`src/rtl/pblk_pkg.sv`:
```
package pblk_pkg;
  localparam int NDRV      = 4;
  localparam int TRK_LAST  = 76;
  localparam int SPT_DD    = 52;
  localparam int SPT_SD    = 26;
  localparam int REC_BYTES = 128;
  localparam int REC_AW    = $clog2(REC_BYTES);
  localparam int FMT_CW    = $clog2(SPT_DD * REC_BYTES);
  localparam int DISK_AW   = $clog2((TRK_LAST + 1) * SPT_DD * REC_BYTES);

  typedef enum logic [2:0] {
    OP_NOP = 3'd0, OP_SEEK = 3'd1, OP_FMT = 3'd2, OP_RECAL = 3'd3,
    OP_READ = 3'd4, OP_VERIFY = 3'd5, OP_WRITE = 3'd6, OP_WDEL = 3'd7
  } op_e;

  localparam logic [7:0] ERR_NONE  = 8'h00;
  localparam logic [7:0] ERR_NRDY  = 8'h80;
  localparam logic [7:0] ERR_WPROT = 8'h20;
  localparam logic [7:0] ERR_ADDR  = 8'h08;

  typedef enum logic [3:0] {
    ST_IDLE, ST_FETCH, ST_CHECK, ST_ISSUE, ST_RD_DISK, ST_RD_SYS,
    ST_WR_SYS, ST_WR_DISK, ST_FILL, ST_FMT, ST_DONE
  } st_e;
endpackage

```
`src/rtl/pblk_byte_port.sv`:
```
module pblk_byte_port #(
  parameter int AW = 16
) (
  input  logic          clk,
  input  logic          rst_n,
  input  logic          go,
  input  logic          go_we,
  input  logic [AW-1:0] go_addr,
  input  logic [7:0]    go_wdata,
  output logic          fin,
  output logic [7:0]    rd_data,
  output logic          req,
  output logic          we,
  output logic [AW-1:0] addr,
  output logic [7:0]    wdata,
  input  logic [7:0]    rdata,
  input  logic          ack
);
  logic          req_q, req_d;
  logic          we_q, we_d;
  logic [AW-1:0] addr_q, addr_d;
  logic [7:0]    wd_q, wd_d;

  always_comb begin
    req_d  = req_q;
    we_d   = we_q;
    addr_d = addr_q;
    wd_d   = wd_q;
    if (req_q && ack) req_d = 1'b0;
    if (go) begin
      req_d  = 1'b1;
      we_d   = go_we;
      addr_d = go_addr;
      wd_d   = go_wdata;
    end
  end

  always_ff @(posedge clk or negedge rst_n) begin
    if (!rst_n) begin
      req_q  <= 1'b0;
      we_q   <= 1'b0;
      addr_q <= '0;
      wd_q   <= '0;
    end else begin
      req_q  <= req_d;
      we_q   <= we_d;
      addr_q <= addr_d;
      wd_q   <= wd_d;
    end
  end

  assign fin     = req_q && ack;
  assign rd_data = rdata;
  assign req     = req_q;
  assign we      = we_q;
  assign addr    = addr_q;
  assign wdata   = wd_q;


  req_hold_chk: assert property (@(posedge clk) disable iff (!rst_n)
    req && !ack |=> req);

  req_stable_chk: assert property (@(posedge clk) disable iff (!rst_n)
    req && !ack |=> $stable(addr) && $stable(we) && $stable(wdata));
endmodule

```
`src/rtl/pblk_addr_check.sv`:
```
module pblk_addr_check
  import pblk_pkg::*;
(
  input  op_e        op,
  input  logic       dense,
  input  logic [7:0] sector,
  input  logic [7:0] track,
  input  logic [7:0] count,
  output logic       bad
);
  logic [8:0] last_sec;
  logic [8:0] span_end;

  always_comb begin
    last_sec = dense ? 9'(SPT_DD) : 9'(SPT_SD);
    span_end = {1'b0, sector} + {1'b0, count};
    bad = (op != OP_RECAL) &&
          ((sector == 8'd0) ||
           ({1'b0, sector} > last_sec) ||
           (span_end > last_sec + 9'd1) ||
           (track > 8'(TRK_LAST)));
  end
endmodule

```
`src/rtl/pblk_offset.sv`:
```
module pblk_offset
  import pblk_pkg::*;
#(
  parameter int DAW = DISK_AW
) (
  input  logic [7:0]        track,
  input  logic [7:0]        sector,
  input  logic              dense,
  input  logic [FMT_CW-1:0] bcnt,
  output logic [DAW-1:0]    addr
);
  logic [DAW-1:0] spt;
  logic [DAW-1:0] rec_idx;

  always_comb begin
    spt     = dense ? DAW'(SPT_DD) : DAW'(SPT_SD);
    rec_idx = DAW'(track) * spt + DAW'(sector) - DAW'(1);
    addr    = (rec_idx << REC_AW) + DAW'(bcnt);
  end
endmodule

```
`src/rtl/pblk_disk_engine.sv`:
```
module pblk_disk_engine
  import pblk_pkg::*;
#(
  parameter int DAW = DISK_AW
) (
  input  logic              clk,
  input  logic              rst_n,
  input  logic              start,
  input  logic [15:0]       blk_addr,
  output logic              busy,
  output logic              done,
  output logic [7:0]        err_byte,
  output logic [1:0]        res_type,
  output logic              irq,
  input  logic [NDRV-1:0]   drv_ready,
  input  logic [NDRV-1:0]   drv_wprot,
  input  logic [NDRV-1:0]   drv_dense,
  output logic              sm_req,
  output logic              sm_we,
  output logic [15:0]       sm_addr,
  output logic [7:0]        sm_wdata,
  input  logic [7:0]        sm_rdata,
  input  logic              sm_ack,
  output logic              dm_req,
  output logic              dm_we,
  output logic [1:0]        dm_unit,
  output logic [DAW-1:0]    dm_addr,
  output logic [7:0]        dm_wdata,
  input  logic [7:0]        dm_rdata,
  input  logic              dm_ack,
  output logic              dm_delmark,
  output logic [NDRV*8-1:0] cur_track,
  output logic [NDRV*8-1:0] cur_sector
);
  localparam int UW = $clog2(NDRV);
  localparam logic [FMT_CW-1:0] REC_LAST = FMT_CW'(REC_BYTES - 1);
  localparam logic [FMT_CW-1:0] FMT_LAST_DD = FMT_CW'(SPT_DD * REC_BYTES - 1);
  localparam logic [FMT_CW-1:0] FMT_LAST_SD = FMT_CW'(SPT_SD * REC_BYTES - 1);

  // reset: asserted asynchronously, released on the clock
  logic rst_m, rst_s;
  always_ff @(posedge clk or negedge rst_n) begin
    if (!rst_n) begin
      rst_m <= 1'b0;
      rst_s <= 1'b0;
    end else begin
      rst_m <= 1'b1;
      rst_s <= rst_m;
    end
  end

  st_e              st_q, st_d;
  logic [2:0]       idx_q, idx_d;
  logic [15:0]      blk_q, blk_d;
  op_e              op_q, op_d;
  logic [UW-1:0]    unit_q, unit_d;
  logic [7:0]       cnt_q, cnt_d;
  logic [7:0]       trk_q, trk_d;
  logic [7:0]       sec_q, sec_d;
  logic [15:0]      buf_q, buf_d;
  logic [7:0]       rec_q, rec_d;
  logic [FMT_CW-1:0] bcnt_q, bcnt_d;
  logic [7:0]       fill_q, fill_d;
  logic [7:0]       err_q, err_d;
  logic             irq_q, irq_d;

  logic             pos_we;
  logic [7:0]       pos_trk_d, pos_sec_d;

  logic             sp_go, sp_we, sp_fin;
  logic [15:0]      sp_addr_go;
  logic [7:0]       sp_wd_go, sp_rd;
  logic             dp_go, dp_we, dp_fin;
  logic [DAW-1:0]   dp_addr_go;
  logic [7:0]       dp_wd_go, dp_rd;

  logic             sel_dense, sel_ready, sel_wprot, addr_bad;
  logic [DAW-1:0]   disk_off;
  logic [FMT_CW-1:0] fmt_last;

  assign sel_dense = drv_dense[unit_q];
  assign sel_ready = drv_ready[unit_q];
  assign sel_wprot = drv_wprot[unit_q];
  assign fmt_last  = sel_dense ? FMT_LAST_DD : FMT_LAST_SD;

  pblk_addr_check u_chk (
    .op(op_q), .dense(sel_dense), .sector(sec_q), .track(trk_q),
    .count(cnt_q), .bad(addr_bad)
  );

  pblk_offset #(.DAW(DAW)) u_off (
    .track(trk_q), .sector(sec_q), .dense(sel_dense), .bcnt(bcnt_q),
    .addr(disk_off)
  );

  pblk_byte_port #(.AW(16)) u_sys (
    .clk(clk), .rst_n(rst_s), .go(sp_go), .go_we(sp_we), .go_addr(sp_addr_go),
    .go_wdata(sp_wd_go), .fin(sp_fin), .rd_data(sp_rd),
    .req(sm_req), .we(sm_we), .addr(sm_addr), .wdata(sm_wdata),
    .rdata(sm_rdata), .ack(sm_ack)
  );

  pblk_byte_port #(.AW(DAW)) u_dsk (
    .clk(clk), .rst_n(rst_s), .go(dp_go), .go_we(dp_we), .go_addr(dp_addr_go),
    .go_wdata(dp_wd_go), .fin(dp_fin), .rd_data(dp_rd),
    .req(dm_req), .we(dm_we), .addr(dm_addr), .wdata(dm_wdata),
    .rdata(dm_rdata), .ack(dm_ack)
  );

  always_comb begin
    st_d = st_q; idx_d = idx_q; blk_d = blk_q; op_d = op_q; unit_d = unit_q;
    cnt_d = cnt_q; trk_d = trk_q; sec_d = sec_q; buf_d = buf_q; rec_d = rec_q;
    bcnt_d = bcnt_q; fill_d = fill_q; err_d = err_q; irq_d = irq_q;
    pos_we = 1'b0; pos_trk_d = trk_q; pos_sec_d = sec_q;
    sp_go = 1'b0; sp_we = 1'b0; sp_addr_go = buf_q + 16'(bcnt_q); sp_wd_go = dp_rd;
    dp_go = 1'b0; dp_we = 1'b0; dp_addr_go = disk_off; dp_wd_go = sp_rd;

    case (st_q)
      ST_IDLE: begin
        if (start) begin
          blk_d = blk_addr;
          idx_d = 3'd0;
          irq_d = 1'b0;
          err_d = ERR_NONE;
          sp_go = 1'b1;
          sp_addr_go = blk_addr;
          st_d = ST_FETCH;
        end
      end
      ST_FETCH: begin
        if (sp_fin) begin
          case (idx_q)
            3'd1: begin op_d = op_e'(sp_rd[2:0]); unit_d = UW'(sp_rd[5:4]); end
            3'd2: cnt_d = sp_rd;
            3'd3: trk_d = sp_rd;
            3'd4: sec_d = sp_rd;
            3'd5: buf_d[7:0] = sp_rd;
            3'd6: buf_d[15:8] = sp_rd;
            default: ;
          endcase
          if (idx_q == 3'd6) begin
            st_d = ST_CHECK;
          end else begin
            idx_d = idx_q + 3'd1;
            sp_go = 1'b1;
            sp_addr_go = blk_q + 16'(idx_q) + 16'd1;
          end
        end
      end
      ST_CHECK: begin
        rec_d = 8'd0;
        bcnt_d = '0;
        st_d = ST_DONE;
        irq_d = 1'b1;
        err_d = ERR_NONE;
        if (!sel_ready) begin
          err_d = ERR_NRDY;
        end else if (addr_bad) begin
          err_d = ERR_ADDR;
        end else begin
          case (op_q)
            OP_SEEK: begin
              pos_we = 1'b1; pos_trk_d = trk_q; pos_sec_d = sec_q;
            end
            OP_RECAL: begin
              pos_we = 1'b1; pos_trk_d = 8'd0; pos_sec_d = sec_q;
            end
            OP_FMT: begin
              if (sel_wprot) begin
                err_d = ERR_WPROT;
              end else begin
                irq_d = irq_q;
                sp_go = 1'b1;
                sp_addr_go = buf_q;
                st_d = ST_FILL;
              end
            end
            OP_READ, OP_WRITE, OP_WDEL: begin
              if (op_q != OP_READ && sel_wprot) begin
                err_d = ERR_WPROT;
              end else if (cnt_q != 8'd0) begin
                irq_d = irq_q;
                st_d = ST_ISSUE;
              end
            end
            default: ;
          endcase
        end
      end
      ST_ISSUE: begin
        if (op_q == OP_READ) begin
          dp_go = 1'b1;
          st_d = ST_RD_DISK;
        end else if (op_q == OP_FMT) begin
          dp_go = 1'b1; dp_we = 1'b1; dp_wd_go = fill_q;
          st_d = ST_FMT;
        end else begin
          sp_go = 1'b1;
          st_d = ST_WR_SYS;
        end
      end
      ST_RD_DISK: begin
        if (dp_fin) begin
          sp_go = 1'b1; sp_we = 1'b1; sp_wd_go = dp_rd;
          st_d = ST_RD_SYS;
        end
      end
      ST_WR_SYS: begin
        if (sp_fin) begin
          dp_go = 1'b1; dp_we = 1'b1; dp_wd_go = sp_rd;
          st_d = ST_WR_DISK;
        end
      end
      ST_RD_SYS, ST_WR_DISK: begin
        if ((st_q == ST_RD_SYS && sp_fin) || (st_q == ST_WR_DISK && dp_fin)) begin
          st_d = ST_ISSUE;
          if (bcnt_q == REC_LAST) begin
            bcnt_d = '0;
            sec_d = sec_q + 8'd1;
            buf_d = buf_q + 16'(REC_BYTES);
            rec_d = rec_q + 8'd1;
            if (rec_q + 8'd1 == cnt_q) begin
              st_d = ST_DONE;
              irq_d = 1'b1;
            end
          end else begin
            bcnt_d = bcnt_q + 1'b1;
          end
        end
      end
      ST_FILL: begin
        if (sp_fin) begin
          fill_d = sp_rd;
          st_d = ST_ISSUE;
        end
      end
      ST_FMT: begin
        if (dp_fin) begin
          if (bcnt_q == fmt_last) begin
            st_d = ST_DONE;
            irq_d = 1'b1;
          end else begin
            bcnt_d = bcnt_q + 1'b1;
            st_d = ST_ISSUE;
          end
        end
      end
      ST_DONE: st_d = ST_IDLE;
      default: st_d = ST_IDLE;
    endcase
  end

  always_ff @(posedge clk or negedge rst_s) begin
    if (!rst_s) begin
      st_q <= ST_IDLE; idx_q <= '0; blk_q <= '0; op_q <= OP_NOP; unit_q <= '0;
      cnt_q <= '0; trk_q <= '0; sec_q <= '0; buf_q <= '0; rec_q <= '0;
      bcnt_q <= '0; fill_q <= '0; err_q <= '0; irq_q <= 1'b0;
    end else begin
      st_q <= st_d; idx_q <= idx_d; blk_q <= blk_d; op_q <= op_d; unit_q <= unit_d;
      cnt_q <= cnt_d; trk_q <= trk_d; sec_q <= sec_d; buf_q <= buf_d; rec_q <= rec_d;
      bcnt_q <= bcnt_d; fill_q <= fill_d; err_q <= err_d; irq_q <= irq_d;
    end
  end

  for (genvar g = 0; g < NDRV; g++) begin : g_pos
    logic [7:0] trk_pos_q, sec_pos_q;
    always_ff @(posedge clk or negedge rst_s) begin
      if (!rst_s) begin
        trk_pos_q <= '0;
        sec_pos_q <= '0;
      end else if (pos_we && unit_q == UW'(g)) begin
        trk_pos_q <= pos_trk_d;
        sec_pos_q <= pos_sec_d;
      end
    end
    assign cur_track[g*8 +: 8]  = trk_pos_q;
    assign cur_sector[g*8 +: 8] = sec_pos_q;
  end

  assign busy       = (st_q != ST_IDLE);
  assign done       = (st_q == ST_DONE);
  assign err_byte   = err_q;
  assign res_type   = 2'b00;
  assign irq        = irq_q;
  assign dm_unit    = 2'(unit_q);
  assign dm_delmark = dm_req && dm_we && (op_q == OP_WDEL);


  busy_done_chk: assert property (@(posedge clk) disable iff (!rst_s)
    done |-> busy);

  done_pulse_chk: assert property (@(posedge clk) disable iff (!rst_s)
    done |=> !done);

  irq_done_chk: assert property (@(posedge clk) disable iff (!rst_s)
    done |-> irq);

  idle_quiet_chk: assert property (@(posedge clk) disable iff (!rst_s)
    !busy |-> !sm_req && !dm_req);

  nrdy_disk_chk: assert property (@(posedge clk) disable iff (!rst_s)
    dm_req |-> drv_ready[dm_unit]);

  wprot_write_chk: assert property (@(posedge clk) disable iff (!rst_s)
    dm_req && dm_we |-> !drv_wprot[dm_unit]);

  err_onehot_chk: assert property (@(posedge clk) disable iff (!rst_s)
    done |-> $onehot0(err_byte));

  mark_write_chk: assert property (@(posedge clk) disable iff (!rst_s)
    dm_delmark |-> dm_we && dm_req);
endmodule

```
`config.mk`:
```
export PLATFORM = sky130hd
export DESIGN_NAME = pblk_disk_engine
export DESIGN_NICKNAME = d
export VERILOG_FILES = /design/src/rtl/pblk_pkg.sv /design/src/rtl/pblk_byte_port.sv /design/src/rtl/pblk_addr_check.sv /design/src/rtl/pblk_offset.sv /design/src/rtl/pblk_disk_engine.sv
export SDC_FILE = /design/constraint.sdc
export NUM_CORES = 1
export LEC_CHECK = 0
export BUFFER_PORTS_ARGS = -buffer_cell sky130_fd_sc_hd__buf_4
export CORE_ASPECT_RATIO = 1.4
export CORE_MARGIN = 4
export CORE_UTILIZATION = 59
export DETAILED_ROUTE_END_ITERATION = 8
export PLACE_DENSITY = 0.81
export SYNTH_ARGS = -nofsm -noshare
export SYNTH_HDL_FRONTEND = slang
export SYNTH_SLANG_ARGS = --single-unit
```
`constraint.sdc`:
```
create_clock -name clk -period 8.3 [get_ports clk]
set_input_delay 1.66 -clock clk [delete_from_list [all_inputs] [get_ports clk]]
set_output_delay 1.66 -clock clk [all_outputs]
set_load 0.02 [all_outputs]
```
==> results.txt <==
The run finished with clean final reports. Share of flip-flops with an asynchronous set or reset: 100.0%. The final worst setup slack is 1.785 ns. The worst pin sits at a relative slew slack of 17.62%. Once detail routing completed, the nets flagged for antenna violations numbered 0.

The final-report max-slew violation count was 0. The aggregate global routing overflow was 0. In this run the tool buffered the top-level ports with 176 buffer cells. The tools report the global placer's final weighted congestion as 0.9787. The kind of critical path was primary input to register. Dominant register cell in the synthesized netlist: dfrtp_1. The tools report the largest net degree at the start of global routing as 73. The growth of design area from synthesis to finish was 16.08%. At the later pin of the worst-skew pair, clock insertion delay measures 0.53 ns.

Max-cap violations in this run came to 0. Measured against the total synthesized area, the mux share comes to 11.16%. For the worst setup path, the data arrival time is 6.87 ns. Most heavily used metal layer in global routing: met2. In this run the worst hold path is classified as register to async pin.

The signal on the critical path passes through buf_4 -> mux4_2 -> nand2_1 -> o21ai_0 -> ha_1 -> inv_1 -> fa_1 -> inv_1 -> fa_1 -> inv_1 -> fa_1 -> inv_1 -> ha_1 -> xor2_1 -> ha_1 -> a21oi_1 -> a2111oi_0 -> nand3_1 -> xnor2_1 -> a21oi_1. The number of hold-slack violations in the final timing report is 0, and the count of unique library cells instantiated by Yosys is 77. 0 antenna diodes ended up in the layout. The cell area that synthesis handed to floorplanning was 0.01366 mm2. Buffers inserted during clock tree synthesis total 23.

Global routing used 28.87% of the available tracks. Setup repair after global routing left no endpoint under its margin. The die is 188.0 um tall. The tools report the number of warnings reported in the yosys synthesis log as 0. The run gives 36,920 um as the total wirelength of the detailed-routed design.

The via density per instance was 5.995. The tools report the sequential share of the synthesized area as 40.67%. Count of clock tree sinks: 222.

Power spread over the standard cell area amounts to 320.1 mW/mm2. The via count of the first global-routing pass came out at 11,280. The logs give 0.01946 ns for the largest clock skew in the final design and 69.87% for the final core area utilization.

After the first detailed-routing iteration, the DRC count stood at 793. The placeable core region is 0.02269 mm2. Dividing the final minimum period by the clock period gives 78.50%. For this configuration, the core starts out at a cell density of 60.19%. Minimum period implied by the final worst setup slack: 6.515 ns. For met2 alone, demand over resource in global routing was 51.69%.

For the final setup violation count, the log shows 0. The initial antenna violation count was 0. The die span in x is 136.6 um. The die area came out at 0.02568 mm2.

IR analysis of the VDD net gives a maximum drop of 0.0002035 V. Synthesis handed over a netlist of 1,365 instances. The synthesized netlist devotes 13.40% of its cell area to compound gates. Timing analysis after detailed placement gives a worst setup slack of 1.275 ns. For flop-to-flop paths, the worst setup slack is 2.33 ns. The post-synthesis xor/xnor area fraction came out at 4.745%. The run gives 59,080 um as the wire length of the first global-routing pass.

For the pin with the worst max-slew slack, the measured transition is 1.236 ns. Overall power consumption after layout is estimated at 5.075 mW. The count of flip-flops with a built-in enable after synthesis is 0.

The share of final-layout standard cells stronger than drive strength 1 is 22.69%, and the flip-flop and latch count after synthesis is 222. Dividing the detail-routed wire length by the instance count gives 20.12 um. In the synthesized netlist, the cells that appear most often are dfrtp_1 (222), nand2_1 (121), nor2_1 (114), a21oi_1 (93). The number of buffers added for setup after CTS is 0, and the final-layout setup total negative slack is 0 ns. The run gives 0 as the number of gates resized after cts.

The worst stage delay on the critical path came out at 0.72 ns. After clock tree synthesis, the clock-pin slew on the worst setup and hold paths is 0.06 ns. Counting the fill cells in the layout gives 1,704.

The largest total area in the synthesized netlist belongs to dfrtp_1. In this design, the critical path's most frequently occurring cell is inv_1. For the endpoint required time on the critical path, the log shows 8.65 ns.

The number of nets in the layout is 1,674. Maximum level of the CTS H-tree: 1. The cell with the most instances after synthesis is dfrtp_1. For this design, the CTS-stage hold fixing added 0 buffers. The first detailed-routing pass took 5 iterations. The number of DRC violations after detailed routing was 0. The post-synthesis average cell area works out to 10.01 um2.

The routed layout has 11,000 vias. Of the total synthesized cell area, the portion taken by full adders, half adders and majority gates is 11.08%. By area the synthesized netlist is led by dfrtp_1 (41%), ha_1 (7.4%), mux2_2 (7.0%), fa_1 (3.7%), a21oi_1 (3.4%).

After legalization and detailed placement, the total HPWL measured 27,780 um. The met1 track demand over resource in global routing came out at 33.79%. The largest family of logic cells by synthesized area was simple AND/OR/NAND/NOR gates. In this run the biggest area consumer among cell types represents 40.67% of the synthesized area. The met3 layer usage reported by global route is 3.489%. Based on the critical path, the design can be clocked at up to 153.5 MHz. The standard cell with the maximum stage delay on the critical path is mux4_2. Basic-gate share of the synthesized area counting and, or, nand and nor cells: 13.96%. The reported leakage power came out at 7.848 nW. The root cell of the clock tree is clkbuf_16.

The kind of launch point of the worst setup path is a primary input. In this run the deepest clock path goes through 3 buffers. The run gives 184 as the I/O pin count. The largest fanout of any net on the critical path came out at 23. Worst slack on hold paths: 0.3002 ns.

TritonCTS built the clock tree. The standard-cell row count is 65. STA classifies the critical path endpoint as a register.
[path summary, 6_finish.rpt]
| path | from | end | cells after the start |
|---|---|---|---|
| setup / recovery | drv_dense[3] | u_dsk.addr[18]$_DFFE_PN0P_ | 20 |
| hold / removal | rst_s$_DFF_PN0_ | bcnt_q[0]$_DFFE_PN0P_ | 0 |
| setup reg to reg | dm_unit[0]$_DFFE_PN0P_ | u_dsk.addr[18]$_DFFE_PN0P_ | 19 |
| hold reg to reg | rst_s$_DFF_PN0_ | bcnt_q[0]$_DFFE_PN0P_ | 0 |
| max in group asynchronous | rst_s$_DFF_PN0_ | trk_q[3]$_DFFE_PN0P_ | 2 |
| min in group clk | rst_m$_DFF_PN0_ | rst_s$_DFF_PN0_ | 0 |
[stage by stage]
| step | std cells | area, um2 |
|---|---|---|
| 2_1_floorplan | 1373 | 13690 |
| 3_3_place_gp | 1795 | 15090 |
| 3_5_place_dp | 1795 | 15090 |
| 4_1_cts | 1835 | 15850 |
| 5_1_grt | 1835 | 15850 |
| 6_report | 1835 | 15850 |
[metal layers]
layer	up-vias	routed length (um)
li1	5099	-
met1	5429	13710
met2	368	19370
met3	105	2027
met4	0	1806
met5	-	0
[area by class of cell]
type	count	area (um2)	area share [%]
inverter	85	319.1	2.012
timing repair buffer	182	1366	8.618
multi-input combinational	1005	7468	47.11
sequential	222	5559	35.06
clock inverter	10	112.6	0.7103
clock buffer	30	651.9	4.112
tap	301	376.6	2.375
[worst max-delay path: cells and delay by family]
kind            cells  cell delay [ns]
mux                 1             0.72
buf+inv             5             0.30
simple gates        2             0.35
compound gates      4             0.93
fa+ha+maj           6             2.51
xor+xnor            2             0.38
[flip-flops by register name, indices dropped and copies added, names as in the netlist, 2 cells and up]
register	flops
bcnt_q	13
blk_q	16
buf_q	16
cnt_q	8
dm_unit	2
err_byte	3
fill_q	8
g_pos.sec_pos_q	32
g_pos.trk_pos_q	32
idx_q	3
op_q	3
rec_q	8
sec_q	8
st_q	4
trk_q	8
u_dsk.addr	19
u_dsk.wdata	8
u_sys.addr	16
u_sys.wdata	8
[power by group]
part | internal [mW] | switching [mW]
logic | 0.980 | 1.38
registers | 1.33 | 0.326
clock network | 0.616 | 0.441
total | 2.93 | 2.15
[logic make-up after synthesis]
| kind of cell | after synthesis |
|---|---|
| muxes | 128 |
| buffers and inverters | 146 |
| and+or+nand+nor | 401 |
| DFF | 222 |
| xor gates and xnor gates | 74 |
| adders and majority gates | 106 |
| other | 2 |
| AOI/OAI and AO/OA | 286 |
[cell usage in the layout, fill, tap and decap left out, types with 12 or more instances in the layout]
master,count
a21o_1,19
nand2b_1,14
a31oi_1,20
nor2b_1,13
xor2_1,29
nor3_1,24
clkbuf_16,23
a21oi_1,93
buf_4,182
xnor2_1,45
mux2i_1,15
fa_1,25
and3_1,12
o21ai_0,57
nand3_1,44
mux2_2,85
dfrtp_1,221
mux2_4,18
nand2_1,121
ha_1,81
nor2_1,114
inv_1,85
Note: power is estimated with default switching activity, not from simulation.
